### config.mk
export PLATFORM = sky130hd
export DESIGN_NAME = dbnc_bank
export DESIGN_NICKNAME = d
export VERILOG_FILES = /design/src/rtl/dbnc_pkg.sv /design/src/rtl/dbnc_sync.sv /design/src/rtl/dbnc_prescaler.sv /design/src/rtl/dbnc_lane.sv /design/src/rtl/dbnc_bank.sv
export SDC_FILE = /design/constraint.sdc
export NUM_CORES = 1
export LEC_CHECK = 0
export ABC_CLOCK_PERIOD_IN_PS = 4100
export BUFFER_PORTS_ARGS = -buffer_cell sky130_fd_sc_hd__buf_2
export CAP_MARGIN = 20
export CORE_AREA = 2 2 163 165
export DETAILED_ROUTE_END_ITERATION = 12
export DIE_AREA = 0 0 165 167
export GPL_ROUTABILITY_DRIVEN = 0
export PLACE_DENSITY = 0.7
export REMOVE_ABC_BUFFERS = 1
export SYNTH_ARGS = -nofsm -noshare
export SYNTH_HDL_FRONTEND = slang
export SYNTH_SLANG_ARGS = --single-unit
### constraint.sdc
create_clock -name clk -period 4.1 [get_ports clk]
set_input_delay 0.82 -clock clk [delete_from_list [all_inputs] [get_ports clk]]
set_output_delay 0.82 -clock clk [all_outputs]
set_load 0.05 [all_outputs]
### src/rtl/dbnc_pkg.sv
// Shared constants and types for the debounce bank.
// Assumes a byte-addressed register port with 32-bit data.
package dbnc_pkg;

    localparam int unsigned ADDR_W    = 8;
    localparam int unsigned DATA_W    = 32;
    localparam int unsigned PRESCL_W  = 24;

    localparam logic [ADDR_W-1:0] ADR_ENABLE = 8'h40;
    localparam logic [ADDR_W-1:0] ADR_DIVIDE = 8'h44;
    localparam logic [ADDR_W-1:0] ADR_LEVELS = 8'h48;

    typedef enum logic [1:0] {
        SEL_NONE   = 2'd0,
        SEL_ENABLE = 2'd1,
        SEL_DIVIDE = 2'd2,
        SEL_LEVELS = 2'd3
    } reg_sel_e;

    // Map a byte address onto a register selector.
    function automatic reg_sel_e decode_addr(input logic [ADDR_W-1:0] a);
        case (a)
            ADR_ENABLE: return SEL_ENABLE;
            ADR_DIVIDE: return SEL_DIVIDE;
            ADR_LEVELS: return SEL_LEVELS;
            default:    return SEL_NONE;
        endcase
    endfunction

endpackage

### src/rtl/dbnc_sync.sv
// Two-flop synchronizer bank: brings asynchronous pin levels into the bus
// clock domain. Assumes inputs may change at any time; output lags by 2 clocks.
module dbnc_sync #(
    parameter int unsigned WIDTH = 32
) (
    input  logic             clk,
    input  logic             rst_n,
    input  logic [WIDTH-1:0] async_in,
    output logic [WIDTH-1:0] sync_out
);

    logic [WIDTH-1:0] stage1_q;
    logic [WIDTH-1:0] stage2_q;

    // Shift raw levels through two capture stages.
    always_ff @(posedge clk) begin
        if (!rst_n) begin
            stage1_q <= '0;
            stage2_q <= '0;
        end else begin
            stage1_q <= async_in;
            stage2_q <= stage1_q;
        end
    end

    assign sync_out = stage2_q;

endmodule

### src/rtl/dbnc_prescaler.sv
// Shared sampling-tick generator: divides the bus clock by a programmed count.
// Assumes restart is pulsed in the cycle the divisor register is written.
// A divisor of 0 or 1 yields a tick every clock.
module dbnc_prescaler #(
    parameter int unsigned CNT_W = 24
) (
    input  logic             clk,
    input  logic             rst_n,
    input  logic [CNT_W-1:0] divisor,
    input  logic             restart,
    output logic             tick
);

    localparam logic [CNT_W-1:0] ONE = CNT_W'(1);

    logic [CNT_W-1:0] cnt_q;
    logic             at_limit;

    // Terminal count reached, or the divisor is too small to count.
    always_comb begin
        if (divisor <= ONE) begin
            at_limit = 1'b1;
        end else begin
            at_limit = (cnt_q >= (divisor - ONE));
        end
    end

    assign tick = at_limit;

    // Advance the count, reload on the tick, restart on a divisor write.
    always_ff @(posedge clk) begin
        if (!rst_n) begin
            cnt_q <= '0;
        end else if (restart) begin
            cnt_q <= '0;
        end else if (at_limit) begin
            cnt_q <= '0;
        end else begin
            cnt_q <= cnt_q + ONE;
        end
    end

endmodule

### src/rtl/dbnc_lane.sv
// One pin's debounce filter. On each tick it compares the new sample with the
// one from the previous tick and adopts the level when both agree. While the
// lane is inactive, both registers track the synchronized input so that
// enabling the filter does not produce a step.
module dbnc_lane (
    input  logic clk,
    input  logic rst_n,
    input  logic active,
    input  logic tick,
    input  logic level_in,
    output logic filt_out
);

    logic last_sample_q;
    logic filt_q;

    // Sample on ticks and accept a level seen on two ticks in a row.
    always_ff @(posedge clk) begin
        if (!rst_n) begin
            last_sample_q <= 1'b0;
            filt_q        <= 1'b0;
        end else if (!active) begin
            last_sample_q <= level_in;
            filt_q        <= level_in;
        end else if (tick) begin
            last_sample_q <= level_in;
            if (level_in == last_sample_q) begin
                filt_q <= level_in;
            end
        end
    end

    assign filt_out = filt_q;

endmodule

### src/rtl/dbnc_bank.sv
// Debounce bank top: register port, shared prescaler, per-pin synchronizers
// and filter lanes. Assumes one write per strobe cycle and that pin_irq_en
// comes from the interrupt detection logic in the same clock domain.
module dbnc_bank
    import dbnc_pkg::*;
#(
    parameter int unsigned NPIN = 32
) (
    input  logic                clk,
    input  logic                rst_n,
    input  logic [ADDR_W-1:0]   bus_addr,
    input  logic                bus_wr,
    input  logic [DATA_W-1:0]   bus_wdata,
    output logic [DATA_W-1:0]   bus_rdata,
    input  logic [NPIN-1:0]     pin_raw,
    input  logic [NPIN-1:0]     pin_irq_en,
    output logic [NPIN-1:0]     pin_clean
);

    reg_sel_e              sel;
    logic                  wr_enable;
    logic                  wr_divide;
    logic [NPIN-1:0]       en_q;
    logic [PRESCL_W-1:0]   div_q;
    logic                  tick;
    logic [NPIN-1:0]       sync_v;
    logic [NPIN-1:0]       filt_v;
    logic [NPIN-1:0]       active_v;

    assign sel       = decode_addr(bus_addr);
    assign wr_enable = bus_wr && (sel == SEL_ENABLE);
    assign wr_divide = bus_wr && (sel == SEL_DIVIDE);

    // Hold the enable mask and divisor written by software.
    always_ff @(posedge clk) begin
        if (!rst_n) begin
            en_q  <= '0;
            div_q <= '0;
        end else begin
            if (wr_enable) begin
                en_q <= bus_wdata[NPIN-1:0];
            end
            if (wr_divide) begin
                div_q <= bus_wdata[PRESCL_W-1:0];
            end
        end
    end

    dbnc_prescaler #(
        .CNT_W (PRESCL_W)
    ) u_prescaler (
        .clk     (clk),
        .rst_n   (rst_n),
        .divisor (div_q),
        .restart (wr_divide),
        .tick    (tick)
    );

    dbnc_sync #(
        .WIDTH (NPIN)
    ) u_sync (
        .clk      (clk),
        .rst_n    (rst_n),
        .async_in (pin_raw),
        .sync_out (sync_v)
    );

    assign active_v = en_q & pin_irq_en;

    for (genvar gi = 0; gi < NPIN; gi++) begin : g_lane
        dbnc_lane u_lane (
            .clk      (clk),
            .rst_n    (rst_n),
            .active   (active_v[gi]),
            .tick     (tick),
            .level_in (sync_v[gi]),
            .filt_out (filt_v[gi])
        );
    end

    // Pick the filtered level on active pins, the synchronized one elsewhere.
    always_comb begin
        for (int i = 0; i < NPIN; i++) begin
            pin_clean[i] = active_v[i] ? filt_v[i] : sync_v[i];
        end
    end

    // Return the selected register, zero-extended to the bus width.
    always_comb begin
        case (sel)
            SEL_ENABLE: bus_rdata = DATA_W'(en_q);
            SEL_DIVIDE: bus_rdata = DATA_W'(div_q);
            SEL_LEVELS: bus_rdata = DATA_W'(pin_clean);
            default:    bus_rdata = '0;
        endcase
    end

endmodule

Word-level counts from Yosys, hierarchy flattened
Cells that the tools add are included.
- bits in registers: 208
- input port bits: 107
- output and inout port bits: 64
- $add $sub $neg: 2
- magnitude comparators: 2
- equal/unequal tests: 102
- multiplexer cells: 195
- bitwise gates (word level): 2
- reduce and logical (&&, ||, !) cells: 35
- operator list (cell ; count):
    $mux W1 ; 193
    $ne A2 B1 Y1 const B ; 64
    $pmux W32 S3 ; 1
    $reduce_and A2 Y1 ; 32
    $and A32 B32 Y32 ; 1
    $eq A1 B1 Y1 ; 32
    $add A24 B1 Y24 const B ; 1
    $eq A8 B7 Y1 const B ; 3
    $ge A24 B24 Y1 ; 1
    $le A24 B1 Y1 const B ; 1
    $sub A24 B1 Y24 const B ; 1
    $pmux W2 S3 ; 1
    $eq A2 B2 Y1 const B ; 2
    $reduce_or A3 Y1 ; 1
    $eq A2 B1 Y1 const B ; 1
    $logic_and A1 B1 Y1 ; 2
    $not A1 Y1 ; 1

Longest topological paths before layout
Gate-level depths: netlist of the first run.
- depth after elaboration: 5
- depth in mapped cells: 15

Modules after synthesis
From an unflattened synthesis of the first run, not the netlist that was laid out.
- cell total of the unflattened synthesis: 1183
- area total of the unflattened synthesis: 10804.1 um^2
- by module, submodules not included (module ; times used ; cells each ; area an instance (um^2) ; seq. area each (um^2)):
    dbnc_bank ; 1 ; 480 ; 3664.8 ; 1121.1
    dbnc_lane ; 32 ; 10 ; 102.6 ; 40.0
    dbnc_prescaler ; 1 ; 249 ; 2064.5 ; 480.5
    dbnc_sync ; 1 ; 134 ; 1791.7 ; 1281.2

Worst setup path after synthesis of the first run
No wires, ideal clock.
- path kind: reg-to-reg
- from: register div_q[2]
- to: register u_prescaler.cnt_q[12]
- arrival time: 3.383 ns
- data required time: 4.036 ns
- setup slack: 0.653 ns
- stages on the path, launching flop included: 15
- path buffers: 2
- cells stage by stage: dfxtp_1 > or4_4 > nor4_4 > nand2_1 > or4_1 > xor2_1 > ha_1 > a21oi_1 > o21ai_0 > a22oi_1 > nand3_1 > or3b_1 > buf_2 > buf_4 > nor2_1
- longest elaborated chain between the ends: 4
- elaborated cells on any way between the ends: 5
- RTL lines (element ; line ; text):
    start, declared ; dbnc_bank.sv:24 ; logic [PRESCL_W-1:0] div_q;
    start signal, assigned ; dbnc_bank.sv:44 ; div_q <= bus_wdata[PRESCL_W-1:0];
    $sub A24 B1 Y24 ; dbnc_prescaler.sv:24 ; at_limit = (cnt_q >= (divisor - ONE));
    $ge A24 B24 Y1 ; dbnc_prescaler.sv:24 ;
    $mux W1 * ; dbnc_prescaler.sv:21 ; if (divisor <= ONE) begin
    $reduce_or A3 Y1 (no line) * ; - ;
    end signal, assigned ; dbnc_prescaler.sv:39 ; cnt_q <= cnt_q + ONE;
    end, declared ; dbnc_prescaler.sv:16 ; logic [CNT_W-1:0] cnt_q;
Mark *: on every way between the ends. The rest lies on a longest branch, timed or not.
A chain may end at the register's enable or synchronous reset.

Worst setup path after layout of the first run
- from: register div_q[2]
- to: register g_lane[28].u_lane.last_sample_q
- longest elaborated chain between the ends: 4
- elaborated cells on any way between the ends: 5
- RTL lines (element ; line ; text):
    $sub A24 B1 Y24 ; dbnc_prescaler.sv:24 ;
    $ge A24 B24 Y1 ; dbnc_prescaler.sv:24 ;
    $mux W1 * ; dbnc_prescaler.sv:21 ;
    $ne A2 B1 Y1 (no line) * ; - ;
    end signal, assigned ; dbnc_lane.sv:23 ; last_sample_q <= level_in;
    end signal, assigned ; dbnc_lane.sv:26 ; last_sample_q <= level_in;
    end, declared ; dbnc_lane.sv:14 ; logic last_sample_q;
Marks and branches as above.

==> results of run 1 <==
sequential cells by signal (all words and copies together), names as in the netlist:
signal,cells
en_q,32
g_lane.u_lane.filt_out,32
g_lane.u_lane.last_sample_q,32
u_sync.stage1_q,32
u_sync.sync_out,32
div_q,24
u_prescaler.cnt_q,24
Yosys cell counts (all sizes together), types with 27 or more instances:
master	count
mux2i	95
and2	65
ha	27
o31ai	32
nor2b	36
dfxtp	208
o21ai	70
clkbuf	47
nor2	80
o311ai	32
and3	41
nand2	221
critical path, stage by stage (launching register included):
cell	delay, ns
sky130_fd_sc_hd__dfxtp_1	0.31
sky130_fd_sc_hd__or4_4	0.57
sky130_fd_sc_hd__nor4_4	0.22
sky130_fd_sc_hd__buf_4	0.18
sky130_fd_sc_hd__nand3_1	0.11
sky130_fd_sc_hd__nor4_1	0.25
sky130_fd_sc_hd__xnor2_1	0.17
sky130_fd_sc_hd__ha_1	0.27
sky130_fd_sc_hd__nand4_1	0.18
sky130_fd_sc_hd__nor2_1	0.09
sky130_fd_sc_hd__a311oi_2	0.31
sky130_fd_sc_hd__nand3_2	0.17
sky130_fd_sc_hd__or2_2	0.44
sky130_fd_sc_hd__buf_12	0.20
sky130_fd_sc_hd__o31ai_1	0.27
path summary, 6_finish.rpt:
check,slack [ns],end
worst max register to register,0.24,g_lane[28].u_lane.last_sample_q$_SDFFE_PN0P_
worst min register to register,0.43,u_sync.sync_out[10]$_SDFF_PN0_
worst max-delay path,0.24,g_lane[28].u_lane.last_sample_q$_SDFFE_PN0P_
worst min-delay path,0.43,u_sync.sync_out[10]$_SDFF_PN0_
area by class of cell:
class                   instances  area [µm²]
diodes                          1        2.50
flip-flops and latches        208        4160
multi-input cells             888        5680
clock buffers                  35         681
inverters                       4        15.0
clock inverters                 4        70.1
fillers                      2486       13600
repair buffers                195        1090
well taps                     335         419
metrics by stage:
step,TNS [ns],std cells,cell area [µm²]
after global placement,0,1628,11300
final,0,1670,12100
after floorplan,-83.63,1100,9810
after detailed placement,0,1628,11300
after global routing,0,1670,12100
after CTS,0,1667,12100
cells by family (layout without fill, tap and decap cells):
logic type	count (synthesis)	after routing
other	0	1
muxes	103	103
adders and majority gates	27	27
DFF	208	208
AOI/OAI and AO/OA	220	220
buffers and inverters	72	238
xor gates and xnor gates	44	44
and+or+nand+nor	494	494
layer usage:
layer	track usage, %	part of all wire, %	wire (µm)
met3	3.36	5.6	1520
met5	0	0	0
met4	6.47	3.1	838
met1	25.0	44	12000
met2	32.1	47	12800
repair_timing:
item                                   in CTS  in global routing
setup buffers                               0                  2
endpoints found under the hold margin       0                  0
resized for setup                           0                  6
setup endpoints to repair                   0                 63
power by group through the flow:
stage	clock, W	combinational, W	sequential, W
global route	0.00221	0.000347	0.00210
floorplan	0	0.000164	0.00213
global placement	0	0.000314	0.00214
finish	0.00208	0.000318	0.00210
detailed placement	0	0.000318	0.00214
CTS	0.00212	0.000320	0.00209
==> key figures, run 1 <==
Run status
  – Outcome: finished clean

Place
  – I/O Buffers: between 150 and 200
  – Worst slack at placement: 0.185 ns
  – Post-DP HPWL: 18,800 µm

GRT
  – Maximum number of pins on one net before global-route repair: 137
  – Global-route wire length before repair: 43,100 µm
  – GRT Residual Overflow: 0
  – Vias in the first global route: 8,400
  – Global-route usage over all layers: 19.2%
  – Number of antenna violations at the first check in global routing: 2

STA
  – Slack of the critical path: 0.240 ns
  – Final hold slack: 0.428 ns
  – Post-layout minimum cycle time: 3.86 ns
  – Total count of max-transition violations in the final report: 0
  – Final hold vios: 0
  – Maximum operating frequency: 259 MHz
  – Transition at the pin with the smallest max-transition slack: 0.721 ns
  – Final clock skew: 0.00840 ns
  – Worst slew slack as a fraction of its limit: about 52%
  – Final Setup Violations: 0
  – RSZ-0062 raised after global routing: no
  – Share of the cycle needed by the critical path after routing: 94.1%

Job
  – Total of max-cap violations: 0

Worst hold path
  – Hold WC Path Type: reg2reg
  – Worst min-delay path startpoint: u_sync.stage1_q[10]$_SDFF_PN0_
  – Hold path depth: 1

Critical path
  – Worst EP required: between 4 and 5 ns
  – Register-to-Register Path Depth: 14
  – Crit path launch: div_q[2]$_SDFFE_PN0P_
  – Sort of element at the start of the critical path: flop
  – Crit path arrival time: about 4.3 ns
  – Setup CP Type: reg2reg
  – Startpoint of the most critical register-to-register path: div_q[2]$_SDFFE_PN0P_
  – Sort of element at the end of the critical path: flop
  – Biggest fanout along the worst timing path: 27

Floorplanning
  – Horiz. Die Dim: 165 µm
  – CORE AREA: about 0.026 mm²
  – Die area: between 0.02 and 0.03 mm²
  – Row count: 59
  – Starting density of the core: about two fifths
  – Vertical die dimension: 167 µm
  – Count of pins on the block boundary: around 170

Clocking
  – Number of buffers created by CTS: 23
  – Clock sink count: 208
  – CTS HTree Levels: 1
  – Clock tree from TritonCTS: yes
  – Hold buffer count at CTS: 0
  – Clock root cell: sky130_fd_sc_hd__clkbuf_16
  – Maximum clock insertion buffer count: 3
  – Clock slew at the register clock pins of the worst setup and hold paths: roughly 0.060 ns
  – Clock insertion delay at the later pin of the skew report: 0.51 ns

Routing
  – Via density per instance: 5.24
  – Vias after detailed routing: 8,759
  – Antenna-violating nets left: 0
  – DR WL/cell: 16.3 µm
  – Length of the first detailed-routing pass in iterations: 6
  – DRC viols: 0
  – First DRT Iteration DRCs: 508
  – Final wirelength: ~27,000 µm

Yosys
  – Post-synthesis register bit count: roughly 210
  – Async set-or-reset flop fraction in the synthesized netlist: 0%
  – Mux contribution to synthesized area: about a tenth
  – Seq/Total Area, Yosys: 41.1%
  – Synth Cell Area: 0.0101 mm²
  – Mean post-synth cell area: about 8.7 µm²
  – Library cell with the largest summed area after synthesis: sky130_fd_sc_hd__dfxtp_1
  – Number of cells produced by synthesis: around 1,200
  – Largest family of logic cells by synthesized area: simple AND/OR/NAND/NOR gates
  – Simple-gate portion of the synthesized area: 23.2%
  – Share of the synthesized area in the top cell type: 41.1%
  – Post-synthesis adder-cell area fraction: 3.33%
  – Xor and xnor fraction of the mapped netlist area: 3.80%
  – Cell types with the largest area share after synthesis: sky130_fd_sc_hd__dfxtp_1, sky130_fd_sc_hd__mux2i_1, sky130_fd_sc_hd__nand2_1, sky130_fd_sc_hd__and2_1, sky130_fd_sc_hd__o21ai_0
  – Number of synthesized flops with an enable pin: 0
  – Post-synthesis compound-gate area fraction: approximately 15%
  – Synth cell types: 46
  – Predominant post-synthesis flop cell: sky130_fd_sc_hd__dfxtp_1
  – Number of warnings printed during yosys synthesis: 0

Power
  – Register share of total power: 46.6%
  – Combinational power share: 7.1%
  – Clock network fraction of total power: a little under half
  – Pint: 0.00346 W
  – Post-route total power: 0.00449 W
  – Sw Share: 23.0%
  – VDD IR max: 293 µV
  – Switch Pwr: 0.00103 W
  – Power density over the cells: 371 mW/mm²
  – Leakage: 5.20 nW

Finish
  – Most common cell after layout, fill and taps aside: sky130_fd_sc_hd__nand2_1
  – Layout area overhead: 19.4%
  – Layout cell share with drive strength beyond 1: 18.8%
  – Number of nets at the end of the flow: 1,454
  – Fin util: between 40 and 50%
  – Most frequent cells in the layout: sky130_fd_sc_hd__nand2_1, sky130_fd_sc_hd__dfxtp_1, sky130_fd_sc_hd__buf_2
(Power assumes the default switching activity.)
==> run 2: changes to the inputs <==
--- a/config.mk
+++ b/config.mk
@@ -8,9 +8,9 @@
 export ABC_CLOCK_PERIOD_IN_PS = 4100
 export BUFFER_PORTS_ARGS = -buffer_cell sky130_fd_sc_hd__buf_2
 export CAP_MARGIN = 20
-export CORE_AREA = 2 2 163 165
+export CORE_AREA = 2 2 182 148
 export DETAILED_ROUTE_END_ITERATION = 12
-export DIE_AREA = 0 0 165 167
+export DIE_AREA = 0 0 184 150
 export GPL_ROUTABILITY_DRIVEN = 0
 export PLACE_DENSITY = 0.7
 export REMOVE_ABC_BUFFERS = 1
==> key figures, run 2 (synthesized netlist as in run 1, its figures left out) <==
STA
  – RSZ-0062 raised after global routing: no
  – Worst slew slack as a fraction of its limit: 52.7%
  – Final clock skew: 0.0140 ns
  – Final hold vios: 0
  – Slack of the critical path: 0.198 ns
  – Post-layout minimum cycle time: 3.90 ns
  – Transition at the pin with the smallest max-transition slack: just over 0.7 ns
  – Final Setup Violations: 0
  – Total count of max-transition violations in the final report: 0
  – Maximum operating frequency: 256 MHz
  – Share of the cycle needed by the critical path after routing: about 95%

Place
  – Instance area after placement: ~0.011 mm²
  – Placed instance count: 1,633
  – Worst slack at placement: between 0.1 and 0.15 ns
  – I/O Buffers: 170
  – Post-DP HPWL: 19,000 µm

Power
  – Power density over the cells: 354 mW/mm²
  – Post-route total power: 0.00429 W
  – VDD IR max: 274 µV
  – Leakage: 5.22 nW

Floorplanning
  – Count of pins on the block boundary: 171
  – CORE AREA: 0.0259 mm²
  – Starting density of the core: 39.2%
  – Vertical die dimension: 150 µm
  – Row count: 53
  – Die area: 0.0276 mm²
  – Horiz. Die Dim: 184 µm

Clocking
  – Clock root cell: sky130_fd_sc_hd__clkbuf_16
  – Clock sink count: 208
  – Clock insertion delay at the later pin of the skew report: between 0.5 and 0.6 ns
  – CTS HTree Levels: 1
  – Clock tree from TritonCTS: yes
  – Clock slew at the register clock pins of the worst setup and hold paths: roughly 0.06 ns
  – Maximum clock insertion buffer count: 3
  – Number of buffers created by CTS: 22

Finish
  – Multi-input logic area: ~0.0057 mm²
  – Diode insertion count for antenna repair: 0
  – Total area of sequential cells: 0.00416 mm²
  – Layout area overhead: 19.5%
  – Fin util: 46.9%
  – Cell Count, Final, Fillers Out: 1,676
  – Number of nets at the end of the flow: 1,468
  – Most common cell after layout, fill and taps aside: sky130_fd_sc_hd__nand2_1
  – Layout cell share with drive strength beyond 1: around 19%
  – Area of all placed cells without fillers: 0.0121 mm²
  – Most frequent cells in the layout: sky130_fd_sc_hd__nand2_1, sky130_fd_sc_hd__dfxtp_1, sky130_fd_sc_hd__buf_2
  – Number of filler cells placed in the layout: about 2,500

Routing
  – Via density per instance: about 5.2
  – Final wirelength: 27,100 µm
  – Vias after detailed routing: 8,737
  – Antenna-violating nets left: 0
  – DR WL/cell: 16.2 µm
  – First DRT Iteration DRCs: 586
  – Length of the first detailed-routing pass in iterations: 5
  – DRC viols: 0

GRT
  – Vias in the first global route: 8,199
  – Global-route usage over all layers: about a fifth
  – Global-route wire length before repair: approximately 43,000 µm
  – Maximum number of pins on one net before global-route repair: about 120
  – Number of antenna violations at the first check in global routing: 1
  – GRT Residual Overflow: 0

Critical path
  – Sort of element at the start of the critical path: flop
  – CP cell instances: or4_4 > nor4_4 > buf_4 > nand2_1 > or4_1 > xor2_1 > ha_1 > a21oi_1 > o21ai_0 > a22oi_1 > nand3_2 > buf_4 > or2_2 > buf_4 > o31ai_1
  – Crit path arrival time: 4.32 ns
  – Master of the slowest instance on the critical path: sky130_fd_sc_hd__or4_4
  – Worst EP required: 4.52 ns
  – Setup CP Type: reg2reg
  – Biggest fanout along the worst timing path: 19
  – Sort of element at the end of the critical path: flop
  – Largest stage delay on the critical path: 0.57 ns
  – CP most frequent cell: sky130_fd_sc_hd__buf_4

Run status
  – Outcome: finished clean

Worst hold path
  – Hold WC Path Type: reg2reg

Job
  – Total of max-cap violations: 0
## run 2: cell count changes in the layout (fill, tap and decap cells not counted), sizes merged
cell / before / now
diode: 1 / 0
bufinv: 2 / 0
clkbuf: 35 / 34
buf: 195 / 210
## run 2: final timing paths
check,slack (ns),start,endpoint,depth (start not counted)
worst max-delay path,0.20,div_q[2]$_SDFFE_PN0P_,g_lane[9].u_lane.last_sample_q$_SDFFE_PN0P_,15
worst min-delay path,0.43,u_sync.stage1_q[24]$_SDFF_PN0_,u_sync.sync_out[24]$_SDFF_PN0_,1
worst max register to register,0.20,div_q[2]$_SDFFE_PN0P_,g_lane[9].u_lane.last_sample_q$_SDFFE_PN0P_,15
worst min register to register,0.43,u_sync.stage1_q[24]$_SDFF_PN0_,u_sync.sync_out[24]$_SDFF_PN0_,1
## run 2: per-stage QoR
step           setup TNS [ns]  hold WS (ns)
5_1_grt                     0         0.442
3_5_place_dp                0         0.418
6_report                    0         0.430
4_1_cts                     0         0.431
2_1_floorplan          -83.63         0.412
3_3_place_gp                0         0.414
## run 2: report_power, final
part | internal [W] | switching [W] | total, W
Combinational | 0.000131 | 0.000192 | 0.000324
Clock | 0.00108 | 0.000794 | 0.00187
Sequential | 0.00207 | 0.0000242 | 0.00209
## run 2: final cells by class
class	instances	share of cell area [%]
Multi-Input combinational cell	888	46.8
Sequential cell	208	34.3
Timing Repair Buffer	210	9.78
Clock buffer	34	5.33
Tap cell	330	3.41
Clock inverter	2	0.175
Inverter	4	0.124
## run 2: per-layer routing
layer / vias up / GRT usage, % / routed length, µm
met4: 2 / 4.04 / 437
met3: 33 / 3.65 / 1450
met5: - / 0 / 13
met1: 4068 / 28.6 / 13700
met2: 240 / 29.2 / 11500
li1: 4394 / - / -
## run 2: what timing repair did
action / 4_1_cts / 5_1_grt
hold buffers: 0 / 0
gates resized for setup: 0 / 7
endpoints found under the setup margin: 0 / 51
setup buffers: 0 / 7
## run 2: critical path: cells and delay by family (launching register included)
kind / cells / cell delay, ns
buffers and inverters: 3 / 0.63
xor gates and xnor gates: 1 / 0.16
adders and majority gates: 1 / 0.18
DFF: 1 / 0.31
AOI/OAI and AO/OA: 4 / 0.72
and+or+nand+nor: 6 / 1.80
==> run 3: changes to the inputs <==
--- a/config.mk
+++ b/config.mk
@@ -5,7 +5,7 @@
 export SDC_FILE = /design/constraint.sdc
 export NUM_CORES = 1
 export LEC_CHECK = 0
-export ABC_CLOCK_PERIOD_IN_PS = 4100
+export ABC_CLOCK_PERIOD_IN_PS = 4700
 export BUFFER_PORTS_ARGS = -buffer_cell sky130_fd_sc_hd__buf_2
 export CAP_MARGIN = 20
 export CORE_AREA = 2 2 182 148
==> constraint.sdc (replaced) <==
create_clock -name clk -period 4.7 [get_ports clk]
set_input_delay 0.94 -clock clk [delete_from_list [all_inputs] [get_ports clk]]
set_output_delay 0.94 -clock clk [all_outputs]
set_load 0.05 [all_outputs]
==> key figures, run 3 (synthesized netlist as in run 1, its figures left out) <==
STA
  – RSZ-0062 raised after global routing: no
  – Post-layout minimum cycle time: 4.23 ns
  – Final hold vios: 0
  – Final Setup Violations: 0
  – Maximum operating frequency: 237 MHz
  – Worst slew slack as a fraction of its limit: 40.9%
  – Total count of max-transition violations in the final report: 0
  – Final clock skew: between 0.007 and 0.008 ns
  – Share of the cycle needed by the critical path after routing: ~90%
  – Transition at the pin with the smallest max-transition slack: 0.885 ns

Clocking
  – Number of buffers created by CTS: 22
  – Clock tree from TritonCTS: yes
  – CTS HTree Levels: 1
  – Clock sink count: around 210
  – Post-CTS setup buffer count: 0
  – Cells resized by post-CTS repair: 0
  – Clock root cell: sky130_fd_sc_hd__clkbuf_16
  – Hold buffer count at CTS: 0
  – Clock insertion delay at the later pin of the skew report: 0.51 ns
  – Maximum clock insertion buffer count: 3
  – Clock slew at the register clock pins of the worst setup and hold paths: 0.06 ns

Routing
  – DR WL/cell: 16.3 µm
  – Vias after detailed routing: 8,721
  – First DRT Iteration DRCs: 470
  – Antenna-violating nets left: 0
  – DRC viols: 0
  – Final wirelength: 27,100 µm
  – Length of the first detailed-routing pass in iterations: 4
  – Via density per instance: roughly 5.3

GRT
  – Vias in the first global route: 7,942
  – GRT Residual Overflow: 0
  – Number of antenna violations at the first check in global routing: 2
  – Global-route usage over all layers: 18.9%
  – Maximum number of pins on one net before global-route repair: 135
  – Global-route wire length before repair: 41,900 µm

Critical path
  – Biggest fanout along the worst timing path: 25
  – Largest stage delay on the critical path: 0.59 ns
  – CP most frequent cell: sky130_fd_sc_hd__nand2_1
  – Worst EP required: ~5.1 ns
  – Crit path arrival time: 4.60 ns
  – Master of the slowest instance on the critical path: sky130_fd_sc_hd__or4_4
  – Register-to-register setup slack: 0.47 ns
  – Register-to-Register Path Depth: 14
  – Sort of element at the start of the critical path: flop
  – Setup CP Type: reg2reg
  – CP cell instances: or4_4 > nor4_4 > nand2_1 > or4_1 > xor2_1 > ha_1 > nand2_1 > nor4_1 > a22oi_1 > nand3_2 > buf_4 > or2_2 > buf_12 > o31ai_1
  – Critical register-to-register path endpoint: g_lane[26].u_lane.last_sample_q$_SDFFE_PN0P_
  – Sort of element at the end of the critical path: flop
  – Startpoint of the most critical register-to-register path: div_q[2]$_SDFFE_PN0P_

Finish
  – Most frequent cells in the layout: sky130_fd_sc_hd__nand2_1, sky130_fd_sc_hd__dfxtp_1, sky130_fd_sc_hd__buf_2
  – Layout cell share with drive strength beyond 1: 18.4%
  – Number of filler cells placed in the layout: between 2,000 and 2,500
  – Number of nets at the end of the flow: ~1,400
  – Fin util: a little under half
  – Multi-input logic area: 0.00566 mm²
  – Total area of sequential cells: 0.00416 mm²
  – Most common cell after layout, fill and taps aside: sky130_fd_sc_hd__nand2_1
  – Layout area overhead: 19.1%

Worst hold path
  – Hold path depth: 1
  – Hold path endpoint: u_sync.sync_out[4]$_SDFF_PN0_
  – Hold WC Path Type: reg2reg
  – Worst min-delay path startpoint: u_sync.stage1_q[4]$_SDFF_PN0_

Floorplanning
  – Die area: 0.0276 mm²
  – Starting density of the core: between 30% and 40%
  – Horiz. Die Dim: 184 µm
  – Count of pins on the block boundary: 171
  – Row count: 53
  – CORE AREA: 0.0259 mm²
  – Vertical die dimension: 150 µm

Power
  – Leakage: 5.18 nW
  – Post-route total power: 0.00404 W
  – VDD IR max: 221 µV
  – Power density over the cells: 334 mW/mm²

Place
  – Post-DP HPWL: 18,400 µm
  – I/O Buffers: 170

Run status
  – Outcome: finished clean

Job
  – Total of max-cap violations: 0
[run 3: cell count changes in the layout (fill, tap and decap cells not counted), moves of 2 or more]
cell,delta
sky130_fd_sc_hd__clkbuf_1,-5
sky130_fd_sc_hd__clkinv_2,+2
sky130_fd_sc_hd__o311ai_0,+2
sky130_fd_sc_hd__bufinv_16,+4
sky130_fd_sc_hd__o311ai_1,-2
sky130_fd_sc_hd__buf_4,-20
[run 3: cell type report]
cell class                 count  share of cell area (%)
clock inverter                 9                    1.25
timing repair buffer         189                    8.48
antenna                        1                  0.0207
sequential                   208                    34.5
tap                          330                    3.42
inverter                       4                   0.124
multi-input combinational    888                    46.8
clock buffer                  30                    5.40
[run 3: how the worst max path moves through the flow]
stage / startpoint / end / slack (ns)
floorplan: bus_addr[1] / en_q[0]$_SDFFE_PN0P_ / -1.45
global placement: div_q[2]$_SDFFE_PN0P_ / g_lane[28].u_lane.filt_out$_SDFFE_PN0P_ / 0.59
detailed placement: div_q[2]$_SDFFE_PN0P_ / g_lane[23].u_lane.last_sample_q$_SDFFE_PN0P_ / 0.50
CTS: div_q[2]$_SDFFE_PN0P_ / g_lane[1].u_lane.filt_out$_SDFFE_PN0P_ / 0.48
global route: div_q[2]$_SDFFE_PN0P_ / g_lane[1].u_lane.filt_out$_SDFFE_PN0P_ / 0.15
finish: div_q[2]$_SDFFE_PN0P_ / g_lane[26].u_lane.last_sample_q$_SDFFE_PN0P_ / 0.47
[run 3: worst max-delay path, delay by kind of cell, from the launching register on]
family / cells / cell delay, ns
flip-flops: 1 / 0.36
adder cells (fa/ha/maj): 1 / 0.28
AND/OR/NAND/NOR: 8 / 2.47
XOR/XNOR: 1 / 0.16
AO/OA/AOI/OAI: 2 / 0.26
buffers and inverters: 2 / 0.55
[run 3: per-layer routing]
metal	up-vias	share of wire, %	GRT usage, %	wire length [µm]
li1	4383	-	-	-
met1	4049	50	27.8	13600
met2	249	42	29.3	11500
met3	38	6.1	3.36	1660
met4	2	1.5	3.40	400
met5	-	0.041	0	11
[run 3: through the flow]
step	hold slack (ns)	TNS (ns)	instances	worst slack [ns]	instance area (µm²)
3_5_place_dp	0.419	0	1619	0.502	11300
5_1_grt	0.441	0	1658	0.154	12100
6_report	0.432	0	1659	0.473	12100
4_1_cts	0.435	0	1658	0.478	12100
3_3_place_gp	0.414	0	1619	0.592	11300
2_1_floorplan	0.412	-46.29	1100	-1.45	9810
[run 3: power by group]
group	internal, W	switching [W]
clock	0.00119	0.000742
sequential	0.00181	0.0000206
combinational	0.000110	0.000166
total	0.00311	0.000929
